[config.mk]
export PLATFORM = sky130hd
export DESIGN_NAME = i2c_seqrd_target
export DESIGN_NICKNAME = d
export VERILOG_FILES = /design/src/rtl/i2c_seqrd_pkg.sv /design/src/rtl/i2c_seqrd_line_sync.sv /design/src/rtl/i2c_seqrd_fetch.sv /design/src/rtl/i2c_seqrd_target.sv
export SDC_FILE = /design/constraint.sdc
export NUM_CORES = 1
export LEC_CHECK = 0
export BUFFER_PORTS_ARGS = -buffer_cell sky130_fd_sc_hd__buf_2
export CAP_MARGIN = 20
export CORE_MARGIN = 5
export CORE_UTILIZATION = 30
export CTS_CLUSTER_DIAMETER = 100
export DETAILED_ROUTE_END_ITERATION = 6
export PLACE_DENSITY = 0.5
export SLEW_MARGIN = 20
export SYNTH_ARGS = -nofsm -noshare
export SYNTH_HDL_FRONTEND = slang
export SYNTH_SLANG_ARGS = --single-unit
[constraint.sdc]
create_clock -name clk -period 2.6 [get_ports clk]
set_input_delay 0.52 -clock clk [delete_from_list [all_inputs] [get_ports clk]]
set_output_delay 0.52 -clock clk [all_outputs]
set_load 0.01 [all_outputs]
[src/rtl/i2c_seqrd_pkg.sv]
package i2c_seqrd_pkg;
  typedef enum logic [2:0] {
    ST_IDLE,
    ST_ADDR,
    ST_ADDR_ACK,
    ST_WR_BYTE,
    ST_WR_ACK,
    ST_RD_BYTE,
    ST_RD_ACK
  } tgt_state_t;

  localparam int BYTE_BITS = 8;
  localparam int CNT_W     = $clog2(BYTE_BITS + 1);
endpackage

[src/rtl/i2c_seqrd_line_sync.sv]
module i2c_seqrd_line_sync (
  input  logic clk,
  input  logic rst_n,
  input  logic scl_i,
  input  logic sda_i,
  output logic scl_lvl,
  output logic sda_lvl,
  output logic scl_rise,
  output logic scl_fall,
  output logic bus_start,
  output logic bus_stop
);
  logic scl_m, scl_s, scl_d;
  logic sda_m, sda_s, sda_d;

  always_ff @(posedge clk or negedge rst_n) begin
    if (!rst_n) begin
      {scl_m, scl_s, scl_d} <= 3'b111;
      {sda_m, sda_s, sda_d} <= 3'b111;
    end else begin
      scl_m <= scl_i; scl_s <= scl_m; scl_d <= scl_s;
      sda_m <= sda_i; sda_s <= sda_m; sda_d <= sda_s;
    end
  end

  assign scl_lvl   = scl_s;
  assign sda_lvl   = sda_s;
  assign scl_rise  = scl_s & ~scl_d;
  assign scl_fall  = ~scl_s & scl_d;
  assign bus_start = scl_s & scl_d & sda_d & ~sda_s;
  assign bus_stop  = scl_s & scl_d & ~sda_d & sda_s;

  // Input rule taken for granted: data never moves on a clock edge cycle.
  assert_sda_apart_R3: assert property (@(posedge clk) disable iff (!rst_n)
    (scl_s != scl_d) |-> (sda_s == sda_d));
endmodule

[src/rtl/i2c_seqrd_fetch.sv]
module i2c_seqrd_fetch #(
  parameter int PTR_W = 17
) (
  input  logic             clk,
  input  logic             rst_n,
  input  logic             go,
  input  logic [PTR_W-1:0] go_addr,
  output logic             req_valid,
  input  logic             req_ready,
  output logic [PTR_W-1:0] req_addr,
  input  logic             rsp_valid,
  input  logic [7:0]       rsp_data,
  output logic [7:0]       byte_q
);
  logic waiting;

  always_ff @(posedge clk or negedge rst_n) begin
    if (!rst_n) begin
      req_valid <= 1'b0;
      req_addr  <= '0;
      waiting   <= 1'b0;
      byte_q    <= '0;
    end else begin
      if (go) begin
        req_valid <= 1'b1;
        req_addr  <= go_addr;
      end else if (req_valid && req_ready) begin
        req_valid <= 1'b0;
      end
      if (req_valid && req_ready) waiting <= 1'b1;
      else if (rsp_valid)         waiting <= 1'b0;
      if (rsp_valid && waiting) byte_q <= rsp_data;
    end
  end

  assert_req_hold_R11: assert property (@(posedge clk) disable iff (!rst_n)
    (req_valid && !req_ready && !go) |=> (req_valid && $stable(req_addr)));

  // Input rule taken for granted: responses only follow accepted requests.
  assert_rsp_expected_R11: assert property (@(posedge clk) disable iff (!rst_n)
    rsp_valid |-> waiting);
endmodule

[src/rtl/i2c_seqrd_target.sv]
module i2c_seqrd_target
  import i2c_seqrd_pkg::*;
#(
  parameter logic [6:0] TARGET_ADDR = 7'h21,
  parameter int         PTR_W       = 17
) (
  input  logic             clk,
  input  logic             rst_n,
  input  logic             scl_i,
  input  logic             sda_i,
  output logic             sda_pull_o,
  output logic             mrd_req_valid,
  input  logic             mrd_req_ready,
  output logic [PTR_W-1:0] mrd_req_addr,
  input  logic             mrd_rsp_valid,
  input  logic [7:0]       mrd_rsp_data
);
  localparam int HI_W = PTR_W - 16;
  localparam logic [CNT_W-1:0] FULL = CNT_W'(BYTE_BITS);

  logic scl_lvl, sda_lvl, scl_rise, scl_fall, bus_start, bus_stop;
  tgt_state_t state;
  logic [CNT_W-1:0] cnt;
  logic [7:0] rx_sh, tx_sh, fetch_byte;
  logic [1:0] wr_idx;
  logic [HI_W-1:0] hi_q;
  logic [7:0] mid_q;
  logic [PTR_W-1:0] ptr;
  logic rd_dir, ack_seen, pull_q, fetch_go;
  logic [7:0] rx_next;
  logic addr_hit;

  i2c_seqrd_line_sync u_sync (
    .clk(clk), .rst_n(rst_n), .scl_i(scl_i), .sda_i(sda_i),
    .scl_lvl(scl_lvl), .sda_lvl(sda_lvl), .scl_rise(scl_rise),
    .scl_fall(scl_fall), .bus_start(bus_start), .bus_stop(bus_stop)
  );

  assign rx_next  = {rx_sh[6:0], sda_lvl};
  assign addr_hit = (rx_sh[7:1] == TARGET_ADDR);
  // Prefetch: at the end of a read address byte, and at the end of each sent byte.
  assign fetch_go = scl_fall && (cnt == FULL) &&
                    ((state == ST_ADDR && addr_hit && rx_sh[0]) || state == ST_RD_BYTE);

  i2c_seqrd_fetch #(.PTR_W(PTR_W)) u_fetch (
    .clk(clk), .rst_n(rst_n), .go(fetch_go), .go_addr(ptr),
    .req_valid(mrd_req_valid), .req_ready(mrd_req_ready), .req_addr(mrd_req_addr),
    .rsp_valid(mrd_rsp_valid), .rsp_data(mrd_rsp_data), .byte_q(fetch_byte)
  );

  always_ff @(posedge clk or negedge rst_n) begin
    if (!rst_n) begin
      state    <= ST_IDLE;
      cnt      <= '0;
      rx_sh    <= '0;
      tx_sh    <= '0;
      wr_idx   <= '0;
      hi_q     <= '0;
      mid_q    <= '0;
      ptr      <= '0;
      rd_dir   <= 1'b0;
      ack_seen <= 1'b0;
      pull_q   <= 1'b0;
    end else if (bus_start) begin
      state  <= ST_ADDR;
      cnt    <= '0;
      pull_q <= 1'b0;
    end else if (bus_stop) begin
      state  <= ST_IDLE;
      cnt    <= '0;
      pull_q <= 1'b0;
    end else begin
      case (state)
        ST_ADDR: begin
          if (scl_rise && cnt != FULL) begin
            rx_sh <= rx_next;
            cnt   <= cnt + 1'b1;
          end else if (scl_fall && cnt == FULL) begin
            cnt <= '0;
            if (addr_hit) begin
              pull_q <= 1'b1;
              rd_dir <= rx_sh[0];
              wr_idx <= '0;
              state  <= ST_ADDR_ACK;
            end else begin
              state <= ST_IDLE;
            end
          end
        end
        ST_ADDR_ACK: begin
          if (scl_fall) begin
            cnt <= '0;
            if (rd_dir) begin
              tx_sh  <= fetch_byte;
              pull_q <= ~fetch_byte[7];
              ptr    <= ptr + 1'b1;
              state  <= ST_RD_BYTE;
            end else begin
              pull_q <= 1'b0;
              state  <= ST_WR_BYTE;
            end
          end
        end
        ST_WR_BYTE: begin
          if (scl_rise && cnt != FULL) begin
            rx_sh <= rx_next;
            cnt   <= cnt + 1'b1;
          end else if (scl_fall && cnt == FULL) begin
            cnt <= '0;
            case (wr_idx)
              2'd0: begin
                if ((rx_sh >> HI_W) != 8'd0) begin
                  state <= ST_IDLE;
                end else begin
                  hi_q   <= rx_sh[HI_W-1:0];
                  pull_q <= 1'b1;
                  state  <= ST_WR_ACK;
                end
              end
              2'd1: begin
                mid_q  <= rx_sh;
                pull_q <= 1'b1;
                state  <= ST_WR_ACK;
              end
              2'd2: begin
                ptr    <= {hi_q, mid_q, rx_sh};
                pull_q <= 1'b1;
                state  <= ST_WR_ACK;
              end
              default: state <= ST_IDLE;
            endcase
          end
        end
        ST_WR_ACK: begin
          if (scl_fall) begin
            pull_q <= 1'b0;
            cnt    <= '0;
            wr_idx <= wr_idx + 1'b1;
            state  <= ST_WR_BYTE;
          end
        end
        ST_RD_BYTE: begin
          if (scl_rise) begin
            cnt <= cnt + 1'b1;
          end else if (scl_fall) begin
            if (cnt == FULL) begin
              pull_q <= 1'b0;
              cnt    <= '0;
              state  <= ST_RD_ACK;
            end else begin
              tx_sh  <= {tx_sh[6:0], 1'b0};
              pull_q <= ~tx_sh[6];
            end
          end
        end
        ST_RD_ACK: begin
          if (scl_rise) begin
            ack_seen <= ~sda_lvl;
          end else if (scl_fall) begin
            if (ack_seen) begin
              tx_sh  <= fetch_byte;
              pull_q <= ~fetch_byte[7];
              ptr    <= ptr + 1'b1;
              state  <= ST_RD_BYTE;
            end else begin
              state <= ST_IDLE;
            end
          end
        end
        default: ;
      endcase
    end
  end

  assign sda_pull_o = pull_q;

  assert_pull_window_R3: assert property (@(posedge clk) disable iff (!rst_n)
    sda_pull_o |-> (state inside {ST_ADDR_ACK, ST_WR_ACK, ST_RD_BYTE}));

  assert_pull_scl_low_R3: assert property (@(posedge clk) disable iff (!rst_n)
    (sda_pull_o != $past(sda_pull_o)) |-> !scl_lvl);

  assert_stop_release_R12: assert property (@(posedge clk) disable iff (!rst_n)
    bus_stop |=> !sda_pull_o);

  assert_ptr_step_R9: assert property (@(posedge clk) disable iff (!rst_n)
    (ptr != $past(ptr)) |-> ((ptr == $past(ptr) + 1'b1) || ($past(state) == ST_WR_BYTE)));
endmodule

==> impl_results.md <==
- Synth Flop Type: dfrtp_1
- Total core area: 14000 um2
- Wire per inst: 14.8 um
- Switching pwr: 1150 uW
- Post-synth EDFFs: 0
- Asr flop ratio synth: 100%
- Fmax: 436 MHz
- Area Overhead vs Synth: 17.7%
- Period utilization: 88.2%
- Worst R2R Setup Slack: 0.31 ns
- Clock Path Buffers: 2
- DR DRC count: 0
- Post-route ant nets: 0
- Clk pin slew, worst setup/hold paths: 0.06 ns
- Layout cells sized above 1: 26.6%
- Crit path launch type: flop
- Final WS setup: 0.307 ns
- Max_cap viols: 0
- Largest net degree at the start of global routing: 35
- Cell Area, Synth: 4300 um2
- Vias in the first global route: 3101
- Starting Density: 30.8%
- Hold/Removal Path Class: in2async
- Worst Tran Pin Value: 0.488 ns
- All-Layer GR Usage: 11.9%
- CP Class: reg2reg
- Initial antenna violation count: 0
- Wire length of the first global-routing pass: 15800 um
- Combinational Power Share: 20.9%
- Mapped Nets: 419
- Layout Nets: 464
- Avg Inst Size Synth: 10.9 um2
- Post-route minimum period: 2.29 ns
- Final TNS setup: 0 ns
- H-tree depth: 3
- Worst skew pair latency: 0.34 ns
- Final wirelength: 9250 um
- Main area contributors after synthesis: dfrtp_1 (47%), mux2_2 (7.9%), dfstp_2 (3.7%)
- Critical path fanouts, max: 8
- Die area: 16800 um2
- Port Buffers: 32
- Final setup fails: 0
- Worst vdd ir: 431 uV
- Final hold viol count: 0
- Top-level port count: 33
- P_int: 2590 uW
- Clk sinks: 86
- Sw frac: 30.6%
- Yosys top cell by area: dfrtp_1
- YS warnings: 0
- RSZ-0062 raised after global routing: false
- Post-synthesis cell type count: 63
- Final cell count without fillers: 624
- Die extent in y: 130 um
- Die X: 130 um
- Slew Limit Headroom: 67.5%
- Lkg Pwr: 0.00242 uW
- Syn Inst Count: 395
- HPWL after DPL: 6720 um
- Post-synth top cells: dfrtp_1 (80), nand2_1 (38), mux2_2 (30), a21oi_1 (27), inv_1 (19)
- Seq pwr share: 44.7%
- Post-synthesis register bit count: 86
- Clk_skew: 0.00301 ns
- Via/cell ratio: 5.03
- Cell count after placement: 607
- Clock share of power: 34.4%
- Count leader, synth: dfrtp_1
- Starting DRT DRC Count: 207
- Worst EP arrival: 2.52 ns
- Tot Pwr: 3740 uW
- N_diodes: 0
- Crit end category: flop
- Rows: 43
- Yosys top cell area share: 46.5%
- Seq/Total Area, Yosys: 50.2%
- Via count: 3140
- Root Driver: clkbuf_16
- Status: completed
- Cts hold-fix bufs: 0
- CTS tree: built
- Setup slack after placement: 0.233 ns
- PD cells: 738 nW/um2
- Routability congestion estimate: 0.808
- GRT overflow: 0
- Drt pass-1 iters: 4
- Required @ worst endpoint: 2.82 ns
- Max Slew Vio Count: 0
- CTS Buf Count: 9
## area by class of cell
class | instances | area [um2]
tap | 180 | 225
inverter | 19 | 71.3
fill | 1399 | 8920
sequential | 86 | 2160
clock inverter | 5 | 58.8
clock buffer | 10 | 239
timing repair buffer | 51 | 318
multi-input combinational | 273 | 1990
## through the flow
step                      cell area [um2]  hold WS [ns]  util [%]
after floorplan                      4300         0.224         -
after global routing                 5060         0.158      36.2
after detailed placement             4740         0.348      33.9
final                                5060         0.119      36.2
after CTS                            5040         0.130      36.0
after global placement               4740         0.346      33.9
## what timing repair did
item                                    in CTS  in global routing
hold endpoints to repair                     0                  0
endpoints found under the setup margin       0                  1
gates resized for setup                      0                  0
buffers inserted                             0                  2
## cells in the final DEF (no fill, tap or decap), types with 3 or more instances in the layout
| cell | instances |
|---|---|
| dfrtp_1 | 80 |
| nand2_1 | 38 |
| a31o_2 | 3 |
| a22o_1 | 4 |
| inv_1 | 19 |
| mux2_1 | 13 |
| o31ai_1 | 7 |
| and4_1 | 3 |
| nand3_1 | 15 |
| nor3_1 | 3 |
| nand4_1 | 7 |
| nor2b_1 | 3 |
| o21ai_0 | 17 |
| a21oi_1 | 27 |
| a21bo_2 | 3 |
| a21o_1 | 3 |
| o211ai_1 | 3 |
| mux2_2 | 30 |
| nand2b_1 | 4 |
| ha_1 | 10 |
| buf_4 | 19 |
| a31oi_1 | 4 |
| nor2_1 | 17 |
| o22ai_1 | 8 |
| dfstp_2 | 6 |
| clkbuf_16 | 9 |
| buf_2 | 31 |
| mux2i_1 | 10 |
| a22oi_1 | 4 |
## logic make-up (layout without fill, tap and decap cells)
group	Yosys count	count (layout)	synth area share, %
DFF	86	86	50.2
xor gates and xnor gates	1	1	0.204
buffers and inverters	36	85	3.66
and+or+nand+nor	105	105	13.0
adders and majority gates	11	11	3.14
muxes	53	53	13.6
AOI/OAI and AO/OA	103	103	16.2
## metal layers
| metal | share of wire [%] | routed length, um | global-route usage (%) | up-vias |
|---|---|---|---|---|
| met4 | 1.6 | 150 | 4.16 | 0 |
| met2 | 48 | 4440 | 18.7 | 64 |
| met3 | 5.4 | 501 | 3.32 | 14 |
| met5 | 0 | 0 | 0 | - |
| met1 | 45 | 4160 | 15.8 | 1524 |
| li1 | - | - | - | 1538 |
## path summary, 6_finish.rpt
kind | startpoint | to | depth (start not counted)
setup / recovery | u_sync.scl_lvl$_DFF_PN1_ | cnt[2]$_DFFE_PN0P_ | 8
setup reg to reg | u_sync.scl_lvl$_DFF_PN1_ | cnt[2]$_DFFE_PN0P_ | 8
max in group asynchronous | rst_n | u_sync.scl_m$_DFF_PN1_ | 2
min in group clk | sda_i | u_sync.sda_m$_DFF_PN1_ | 1
hold / removal | rst_n | u_fetch.req_addr[12]$_DFFE_PN0P_ | 1
hold reg to reg | u_sync.sda_m$_DFF_PN1_ | u_sync.sda_lvl$_DFF_PN1_ | 0
## power by group through the flow
stage                     combinational (uW)  clock, uW  sequential, uW
after floorplan                          611          0            1610
after global placement                   775          0            1700
after detailed placement                 781          0            1700
after CTS                                786       1340            1670
after global routing                     883       1390            1700
final                                    780       1290            1670
## critical path: stages, from the launching register on
cell      delay (ns)
dfstp_2         0.56
inv_1           0.05
ha_1            0.28
and4b_1         0.23
buf_4           0.16
a211o_1         0.26
a21oi_1         0.37
nand2b_1        0.18
o22ai_1         0.07
## sequential cells by signal, summed over array words and instances, names as in the netlist, 2 cells and up
| signal | cells |
|---|---|
| rx_sh | 8 |
| wr_idx | 2 |
| ptr | 17 |
| state | 3 |
| mid_q | 8 |
| u_fetch.req_addr | 17 |
| u_fetch.byte_q | 8 |
| tx_sh | 7 |
| cnt | 4 |
No activity file was read; power rests on OpenSTA's default activity.
